$ cat src/rtl/ufs_pkg.sv
package ufs_pkg;

    localparam int CHAR_W = 8;
    localparam int STAT_W = 11;
    localparam int IEN_W  = 9;

    // status bit positions (shared with the enable register for 0..8)
    localparam int ST_RXNE   = 0;
    localparam int ST_TXIDLE = 1;
    localparam int ST_TXHE   = 2;
    localparam int ST_PERR   = 3;
    localparam int ST_FERR   = 4;
    localparam int ST_OVR    = 5;
    localparam int ST_TXNE   = 6;
    localparam int ST_TMO    = 7;
    localparam int ST_RXHF   = 8;
    localparam int ST_TXFULL = 9;
    localparam int ST_NACK   = 10;

    typedef struct packed {
        logic              ferr;
        logic              perr;
        logic [CHAR_W-1:0] data;
    } rx_word_t;

    localparam int RXW_W = $bits(rx_word_t);

    function automatic logic masked_any(input logic [STAT_W-1:0] st,
                                        input logic [IEN_W-1:0]  en);
        return |(st[IEN_W-1:0] & en);
    endfunction

endpackage

$ cat src/rtl/ufs_fifo.sv
module ufs_fifo #(
    parameter int W     = 8,
    parameter int DEPTH = 16
) (
    input  logic                       clk,
    input  logic                       rst,
    input  logic                       flush,
    input  logic                       push,
    input  logic [W-1:0]               wdata,
    input  logic                       pop,
    output logic [W-1:0]               rdata,
    output logic [$clog2(DEPTH):0]     count,
    output logic                       empty,
    output logic                       full
);
    localparam int AW = $clog2(DEPTH);
    localparam int CW = AW + 1;
    localparam logic [CW-1:0] FULL_CNT = CW'(DEPTH);

    logic [W-1:0]  mem [DEPTH];
    logic [AW-1:0] wr_ptr, rd_ptr;
    logic [CW-1:0] cnt;
    logic          do_pop, do_push;

    assign empty  = (cnt == '0);
    assign full   = (cnt == FULL_CNT);
    assign do_pop = pop && !empty && !flush;
    assign do_push = push && (!full || do_pop) && !flush;
    assign rdata  = mem[rd_ptr];
    assign count  = cnt;

    always_ff @(posedge clk) begin
        if (do_push) mem[wr_ptr] <= wdata;
    end

    always_ff @(posedge clk) begin
        if (rst || flush) begin
            wr_ptr <= '0;
            rd_ptr <= '0;
            cnt    <= '0;
        end else begin
            if (do_push) wr_ptr <= wr_ptr + 1'b1;
            if (do_pop)  rd_ptr <= rd_ptr + 1'b1;
            case ({do_push, do_pop})
                2'b10:   cnt <= cnt + 1'b1;
                2'b01:   cnt <= cnt - 1'b1;
                default: cnt <= cnt;
            endcase
        end
    end
endmodule

$ cat src/rtl/ufs_idle_timer.sv
module ufs_idle_timer #(
    parameter int CHAR_BITS = 10,
    parameter int TMO_W     = 8
) (
    input  logic             clk,
    input  logic             rst,
    input  logic             tick,
    input  logic             activity,
    input  logic             fifo_empty,
    input  logic [TMO_W-1:0] limit,
    output logic             expired
);
    localparam int TICKS_PER_CHAR = 16 * CHAR_BITS;
    localparam int SW = $clog2(TICKS_PER_CHAR);
    localparam logic [SW-1:0] SUB_LAST = SW'(TICKS_PER_CHAR - 1);

    logic [SW-1:0]    sub_cnt;
    logic [TMO_W-1:0] char_cnt;
    logic [TMO_W:0]   next_chars;

    assign next_chars = {1'b0, char_cnt} + 1'b1;

    always_ff @(posedge clk) begin
        if (rst || activity || fifo_empty) begin
            sub_cnt  <= '0;
            char_cnt <= '0;
            expired  <= 1'b0;
        end else if (tick) begin
            if (sub_cnt == SUB_LAST) begin
                sub_cnt <= '0;
                if (char_cnt != '1) char_cnt <= char_cnt + 1'b1;
                if (limit != '0 && next_chars >= {1'b0, limit})
                    expired <= 1'b1;
            end else begin
                sub_cnt <= sub_cnt + 1'b1;
            end
        end
    end
endmodule

$ cat src/rtl/ufs_status.sv
module ufs_status
    import ufs_pkg::*;
#(
    parameter int DEPTH = 16
) (
    input  logic                   clk,
    input  logic                   rst,
    input  logic [$clog2(DEPTH):0] rx_cnt,
    input  logic [$clog2(DEPTH):0] tx_cnt,
    input  rx_word_t               rx_head,
    input  logic                   ovr,
    input  logic                   tmo,
    input  logic                   tx_busy,
    input  logic                   nack,
    input  logic                   ien_we,
    input  logic [IEN_W-1:0]       ien_wdata,
    output logic [STAT_W-1:0]      status,
    output logic                   irq
);
    localparam int CW = $clog2(DEPTH) + 1;
    localparam logic [CW-1:0] HALF = CW'(DEPTH / 2);
    localparam logic [CW-1:0] FULL = CW'(DEPTH);

    logic [IEN_W-1:0] ien;
    logic             rx_ne;

    always_ff @(posedge clk) begin
        if (rst)         ien <= '0;
        else if (ien_we) ien <= ien_wdata;
    end

    assign rx_ne = (rx_cnt != '0);

    always_comb begin
        status            = '0;
        status[ST_RXNE]   = rx_ne;
        status[ST_TXIDLE] = (tx_cnt == '0) && !tx_busy;
        status[ST_TXHE]   = (tx_cnt <= HALF);
        status[ST_PERR]   = rx_ne && rx_head.perr;
        status[ST_FERR]   = rx_ne && rx_head.ferr;
        status[ST_OVR]    = ovr;
        status[ST_TXNE]   = (tx_cnt != '0);
        status[ST_TMO]    = tmo;
        status[ST_RXHF]   = (rx_cnt >= HALF);
        status[ST_TXFULL] = (tx_cnt == FULL);
        status[ST_NACK]   = nack;
    end

    assign irq = masked_any(status, ien);
endmodule

$ cat src/rtl/uart_fifo_status.sv
module uart_fifo_status
    import ufs_pkg::*;
#(
    parameter int DEPTH     = 16,
    parameter int CHAR_BITS = 10
) (
    input  logic              clk,
    input  logic              rst,
    input  logic              rx_valid,
    input  logic [7:0]        rx_char,
    input  logic              rx_perr,
    input  logic              rx_ferr,
    input  logic              rx_pop,
    output logic [9:0]        rx_word,
    input  logic              tx_push,
    input  logic [7:0]        tx_char,
    input  logic              tx_take,
    output logic [7:0]        tx_char_out,
    input  logic              tx_busy,
    input  logic              nack,
    input  logic              tx_flush,
    input  logic              rx_flush,
    input  logic [7:0]        tmo_chars,
    input  logic              tick16,
    input  logic              ien_we,
    input  logic [8:0]        ien_wdata,
    output logic [10:0]       status,
    output logic              irq
);
    localparam int CW = $clog2(DEPTH) + 1;

    rx_word_t      rx_in, rx_head;
    logic [CW-1:0] rx_cnt, tx_cnt;
    logic          rx_empty, rx_full, tx_empty, tx_full;
    logic          ovr, tmo, activity;

    assign rx_in = '{ferr: rx_ferr, perr: rx_perr, data: rx_char};

    ufs_fifo #(.W(RXW_W), .DEPTH(DEPTH)) u_rx_fifo (
        .clk(clk), .rst(rst), .flush(rx_flush),
        .push(rx_valid), .wdata(rx_in), .pop(rx_pop),
        .rdata(rx_head), .count(rx_cnt), .empty(rx_empty), .full(rx_full)
    );

    ufs_fifo #(.W(CHAR_W), .DEPTH(DEPTH)) u_tx_fifo (
        .clk(clk), .rst(rst), .flush(tx_flush),
        .push(tx_push), .wdata(tx_char), .pop(tx_take),
        .rdata(tx_char_out), .count(tx_cnt), .empty(tx_empty), .full(tx_full)
    );

    // overrun: arrival into a full FIFO with no simultaneous pop
    always_ff @(posedge clk) begin
        if (rst || rx_flush)                    ovr <= 1'b0;
        else if (rx_valid && rx_full && !rx_pop) ovr <= 1'b1;
        else if (rx_pop && !rx_empty)            ovr <= 1'b0;
    end

    assign activity = rx_valid || (rx_pop && !rx_empty) || rx_flush;

    ufs_idle_timer #(.CHAR_BITS(CHAR_BITS), .TMO_W(8)) u_timer (
        .clk(clk), .rst(rst), .tick(tick16), .activity(activity),
        .fifo_empty(rx_empty), .limit(tmo_chars), .expired(tmo)
    );

    ufs_status #(.DEPTH(DEPTH)) u_status (
        .clk(clk), .rst(rst), .rx_cnt(rx_cnt), .tx_cnt(tx_cnt),
        .rx_head(rx_head), .ovr(ovr), .tmo(tmo), .tx_busy(tx_busy),
        .nack(nack), .ien_we(ien_we), .ien_wdata(ien_wdata),
        .status(status), .irq(irq)
    );

    assign rx_word = rx_head;
endmodule

$ cat config.mk
export PLATFORM = sky130hd
export DESIGN_NAME = uart_fifo_status
export DESIGN_NICKNAME = d
export VERILOG_FILES = /design/src/rtl/ufs_pkg.sv /design/src/rtl/ufs_fifo.sv /design/src/rtl/ufs_idle_timer.sv /design/src/rtl/ufs_status.sv /design/src/rtl/uart_fifo_status.sv
export SDC_FILE = /design/constraint.sdc
export NUM_CORES = 1
export LEC_CHECK = 0
export BUFFER_PORTS_ARGS = -buffer_cell sky130_fd_sc_hd__buf_2
export CAP_MARGIN = 20
export CORE_UTILIZATION = 32
export DETAILED_ROUTE_END_ITERATION = 12
export GPL_ROUTABILITY_DRIVEN = 0
export SYNTH_ARGS = -nofsm -noshare
export SYNTH_HDL_FRONTEND = slang
export SYNTH_SLANG_ARGS = --single-unit
$ cat constraint.sdc
create_clock -name clk -period 3.25 [get_ports clk]
set_input_delay 0.1625 -clock clk [delete_from_list [all_inputs] [get_ports clk]]
set_output_delay 0.1625 -clock clk [all_outputs]
set_load 0.01 [all_outputs]
# After elaboration in Yosys (flattened, before gate mapping)
# Memories as Yosys holds them, arrays and structs flattened. A register that Yosys moved wholly into a read port is not among the register bits.
# Index checks and enable logic that the tools add are counted.
[op_classes]
n_addsub = 11
n_lt_le_gt_ge = 3
n_eq_ne = 8
n_mux = 13
bitwise_logic = 1
n_reduce_logical = 41
[op_table]
columns = ["cell", "n"]
rows = [
  ["$pmux W5 S2", 2],
  ["$add A4 B1 Y4 const B", 4],
  ["$add A8 B1 Y8 const B", 2],
  ["$mux W4", 4],
  ["$logic_and A1 B1 Y1", 14],
  ["$add A5 B1 Y5 const B", 2],
  ["$eq A5 B5 Y1 const B", 2],
  ["$logic_not A5 Y1", 2],
  ["$reduce_bool A5 Y1", 2],
  ["$sub A5 B1 Y5 const B", 2],
  ["$add A8 B1 Y9 const B", 1],
  ["$and A9 B9 Y9", 1],
  ["$ge A9 B8 Y1", 1],
  ["$reduce_or A9 Y1", 1],
  ["$eq A8 B8 Y1 const B", 1],
  ["$logic_not A1 Y1", 8],
  ["$logic_or A1 B1 Y1", 8],
  ["$mux W8", 1],
  ["$ne A8 B8 Y1 const B", 1],
  ["$reduce_bool A8 Y1", 1],
  ["$mux W1", 6],
  ["$reduce_and A3 Y1", 2],
  ["$reduce_bool A2 Y1", 3],
  ["$ge A5 B4 Y1 const B", 1],
  ["3 further kinds", 5],
]
[totals]
reg_bits = 53
ramBits = 288
inputBits = 47
mem_count = 2
[memory_table]
columns = ["name", "words", "word_bits", "read_ports", "rd_clocked_by_memory_dff", "wr", "line", "text"]
rows = [
  ["u_rx_fifo.mem", 16, 10, 1, 1, 1, "ufs_fifo.sv:20", "logic [W-1:0] mem [DEPTH];"],
  ["u_tx_fifo.mem", 16, 8, 1, 1, 1, "ufs_fifo.sv:20", ""],
]

# Longest topological paths before layout
[logic_depth]
word_depth = 9
mapped_depth = 12
mapped_depth_nobuf = 11

# Modules after synthesis
# Synthesis repeated with hierarchy kept, for this count alone.
[unflattened]
hier_cells = 883
area_unflattened_um2 = 14595.2
[by_module_without_submodules]
columns = ["module", "instances", "cells_per_inst", "area_per_inst_um2", "seq_area_each_um2"]
rows = [
  ["ufs_fifo at u_rx_fifo", 1, 375, 7070.5, 5144.9],
  ["ufs_fifo at u_tx_fifo", 1, 328, 5924.4, 4184.0],
  ["ufs_idle_timer", 1, 123, 1059.8, 340.3],
  ["ufs_status", 1, 51, 469.2, 180.2],
  ["uart_fifo_status", 1, 6, 71.3, 20.0],
]

# Worst setup path after synthesis
# Ideal clock, no wire load.
[synth_path]
kind = "register to register"
from = "reg u_tx_fifo.cnt[1], in the netlist u_tx_fifo.count[1]"
to = "reg u_tx_fifo.cnt[4], in the netlist u_tx_fifo.count[4]"
arrival_ps = 2823
t_required_ps = 3180
path_slack_ps = 357
stages_incl_launch_ff = 13
path_buffers = 1
cell_sequence = "dfxtp_1 clkbuf_1 nor4_1 a311oi_2 inv_2 ha_1 xor2_1 ha_1 a211o_1 a21oi_1 a221oi_1 or3_1 a21oi_1"
[synth_between]
elab_chain_cells = 9
word_cells_on_any_way = 15
classes_between = "add/sub (2); eq/ne (3); mux (1); reduce/logical (9)"
[synth_lines]
columns = ["item", "line", "text"]
rows = [
  ["start: declaration", "ufs_fifo.sv:22", "logic [CW-1:0] cnt;"],
  ["start signal: assignment", "ufs_fifo.sv:45", "2'b10: cnt <= cnt + 1'b1;"],
  ["start signal: assignment", "ufs_fifo.sv:46", "2'b01: cnt <= cnt - 1'b1;"],
  ["start signal: assignment", "ufs_fifo.sv:47", "default: cnt <= cnt;"],
  ["$logic_not A5 Y1", "ufs_fifo.sv:25", "assign empty = (cnt == '0);"],
  ["$logic_not A1 Y1", "ufs_fifo.sv:27", "assign do_pop = pop && !empty && !flush;"],
  ["$logic_and A1 B1 Y1 (2 in series)", "ufs_fifo.sv:27", ""],
  ["$logic_or A1 B1 Y1", "ufs_fifo.sv:28", "assign do_push = push && (!full || do_pop) && !flush;"],
  ["$logic_and A1 B1 Y1 (2 in series)", "ufs_fifo.sv:28", ""],
  ["$eq A2 B1 Y1 or $eq A2 B2 Y1 (tied branches)", "ufs_fifo.sv:44", "case ({do_push, do_pop})"],
  ["$pmux W5 S2 or $reduce_bool A2 Y1 (tied branches)", "-", ""],
]
# Parallel ways exist; a longest one is shown, timed or not.
# A chain may end at the register's enable or synchronous reset.

==> results.json <==
{
  "clockBufferDepth": 3,
  "fin_nets": 1045,
  "grt_pass1_vias": 7662,
  "fmax_mhz": 331,
  "clock_skew_ps": 13.1,
  "yosys_register_bits": 349,
  "num_antenna_cells": 0,
  "gr-usage-all-layers_pct": 13.0,
  "clk_latency_ps": 550,
  "io_pins": 77,
  "grt_pass1_wl_mm": 44.2,
  "layout_common_cells": "edfxtp_1, mux4_2, buf_2, nor2_1, dfxtp_1",
  "crit_path_end_kind": "output port",
  "period_minus_slack_ps": 3020,
  "async_flop_share_pct": 0,
  "cp_max_fo": 10,
  "synth_area_per_cell_sq_um": 17.4,
  "design.die.area_sq_mm": 0.0453,
  "htree_levels": 2,
  "grt-ovfl-total": 0,
  "utilization_pct": 39.7,
  "rsz0062_at_grt": "false",
  "synth_edf_count": 288,
  "core_sq_mm": 0.0435,
  "grt_max_degree": 35,
  "cts_tree": "yes",
  "worstPathArrival_ps": 2860,
  "p_comb_share_pct": 3.2,
  "die_w_microns": 213,
  "ys.flop_type": "edfxtp_1",
  "hold_path.class": "input port to flip-flop",
  "rows": 76,
  "yosys.area.top_type": "edfxtp_1",
  "power.density_mw_per_mm2": 557,
  "switching_share_pct": 20.7,
  "ys_top_cells_by_area": "edfxtp_1, mux4_2, dfxtp_1",
  "worstSetupPathType": "flip-flop to output port",
  "syn_nets": 892,
  "yosysWarnings": 0,
  "firstDrtPassIters": 5,
  "clock_sinks": 349,
  "period_share_pct": 93.0,
  "start_util_pct": 32.7,
  "final_common_cell": "edfxtp_1",
  "routed_via_density": 4.76,
  "relSlewSlack_pct": 43.8,
  "postCtsSetupBuffers": 0,
  "finalSetupTns_ps": 0,
  "cp-start-kind": "flip-flop",
  "regArea_sq_mm": 0.00987,
  "synth_area_sq_mm": 0.0142,
  "area_delta_synth_final_pct": 21.3,
  "synthCells": 817,
  "dp_worst_setup_slack_ps": 241,
  "drv_cap": 0,
  "seq_power_share_pct": 50.7,
  "ant_nets": 0,
  "worstPathRequired_ps": 3090,
  "num_vias": 7539,
  "drt_wl_total_mm": 28.8,
  "drtIter0Drc": 445,
  "power_report.internal_total_mw": 7.62,
  "yosysSeqAreaShare_pct": 69.4,
  "drive_above_1_share_pct": 28.2,
  "multi_input_area_sq_mm": 0.00411,
  "cts-root-buf": "clkbuf_16",
  "cts_buffers": 39,
  "fillers": 4024,
  "setup_violations": 0,
  "hold_violations": 0,
  "clkSlewWorstSetupHoldPaths_ps": 60,
  "timing.final.ws_setup_ps": 229,
  "antenna_found_initial": 0,
  "yosysUniqueCellTypes": 49,
  "drc": 0,
  "status": "complete, no violations",
  "drv_slew": 0,
  "wl_per_cell_microns": 18.2,
  "peakVddDrop_mv": 0.311,
  "leakagePower_nw": 5.77,
  "holdWs_ps": 56.3,
  "dpl.hpwl_mm": 18.9,
  "worst_slew_pin_slew_ps": 843,
  "power.total_mw": 9.61,
  "p_switching_mw": 1.99,
  "dieHeight_microns": 213,
  "place.port_buffers": 74,
  "clkPwrFrac_pct": 46.1,
  "yosysTopAreaCellShare_pct": 60.8
}
[worst max-delay path, cell delays in order, from the launching register on]
cell     delay [ps]
dfxtp_1         710
mux4_1          400
mux4_2          550
and2_4          200
a22oi_2         190
nand3_1         100
buf_2           160
[power by group through the flow]
stage / registers [mW] / logic [mW] / clock network [mW]
6_report: 4.87 / 0.303 / 4.43
5_1_grt: 4.87 / 0.334 / 4.72
4_1_cts: 4.87 / 0.308 / 4.55
3_5_place_dp: 4.96 / 0.265 / 0
3_3_place_gp: 4.96 / 0.258 / 0
2_1_floorplan: 4.96 / 0.129 / 0
[through the flow]
stage	cells	cell area, sq um
after floorplan	817	14200
after global placement	1470	15500
after detailed placement	1470	15500
after CTS	1585	17200
after global routing	1585	17200
final	1585	17200
[Yosys cell counts, types with 6 or more instances]
master and count:
edfxtp_1 288, mux4_2 87, dfxtp_1 61, nor2_1 59
inv_1 33, nand2_1 30, ha_1 28, clkbuf_1 22
a21oi_1 20, xor2_1 19, xnor2_1 17, nor3_1 15
mux2i_1 14, nor4_1 11, nand3_1 10, and2_1 9
buf_2 9, nand4_1 9, o21ai_0 8, nand2b_1 6
or3_1 6
[metal layers]
metal / track usage [%] / wire [microns]
met5: 0 / 0
met4: 4.19 / 590
met3: 2.65 / 1230
met2: 21.5 / 14100
met1: 17.1 / 12900
[worst paths after layout]
kind,to,start,cells past startpoint,slack (ps)
min,u_tx_fifo.wr_ptr[1],tx_push,4,60
max reg2reg,u_rx_fifo.count[4],u_rx_fifo.count[1],11,260
max,irq,flip-flop,6,230
min reg2reg,u_timer.char_cnt[1],u_timer.char_cnt[1],2,500
[state kept, by name, indices dropped and copies added (netlist names), 5 cells and up, named ones only]
register	flops
u_tx_fifo.count	5
u_status.ien	9
u_timer.char_cnt	8
u_timer.sub_cnt	8
u_rx_fifo.count	5
u_rx_fifo.mem	160
u_tx_fifo.mem	128
[kinds of logic (layout without fill, tap and decap cells)]
family,Yosys count,in the layout,synth area share (%)
flops,349,349,69.4
simple gates,170,170,5.81
mux,104,104,15.3
buf+inv,76,259,2.27
compound gates,54,54,2.54
xor+xnor,36,36,2.22
fa+ha+maj,28,28,2.46
[layout make-up]
class                   instances  area share, %
flip-flops and latches        349           57.2
well taps                     585           4.24
clock inverters                28           1.78
repair buffers                154           6.41
clock buffers                  43           5.75
inverters                      34          0.740
multi-input cells             392           23.8
[what timing repair did]
action,in CTS,in global routing
endpoints found under the setup margin,0,1
resized for setup,0,1
endpoints found under the hold margin,308,0
hold buffers,44,0
Note: power is estimated with default switching activity, not from simulation.
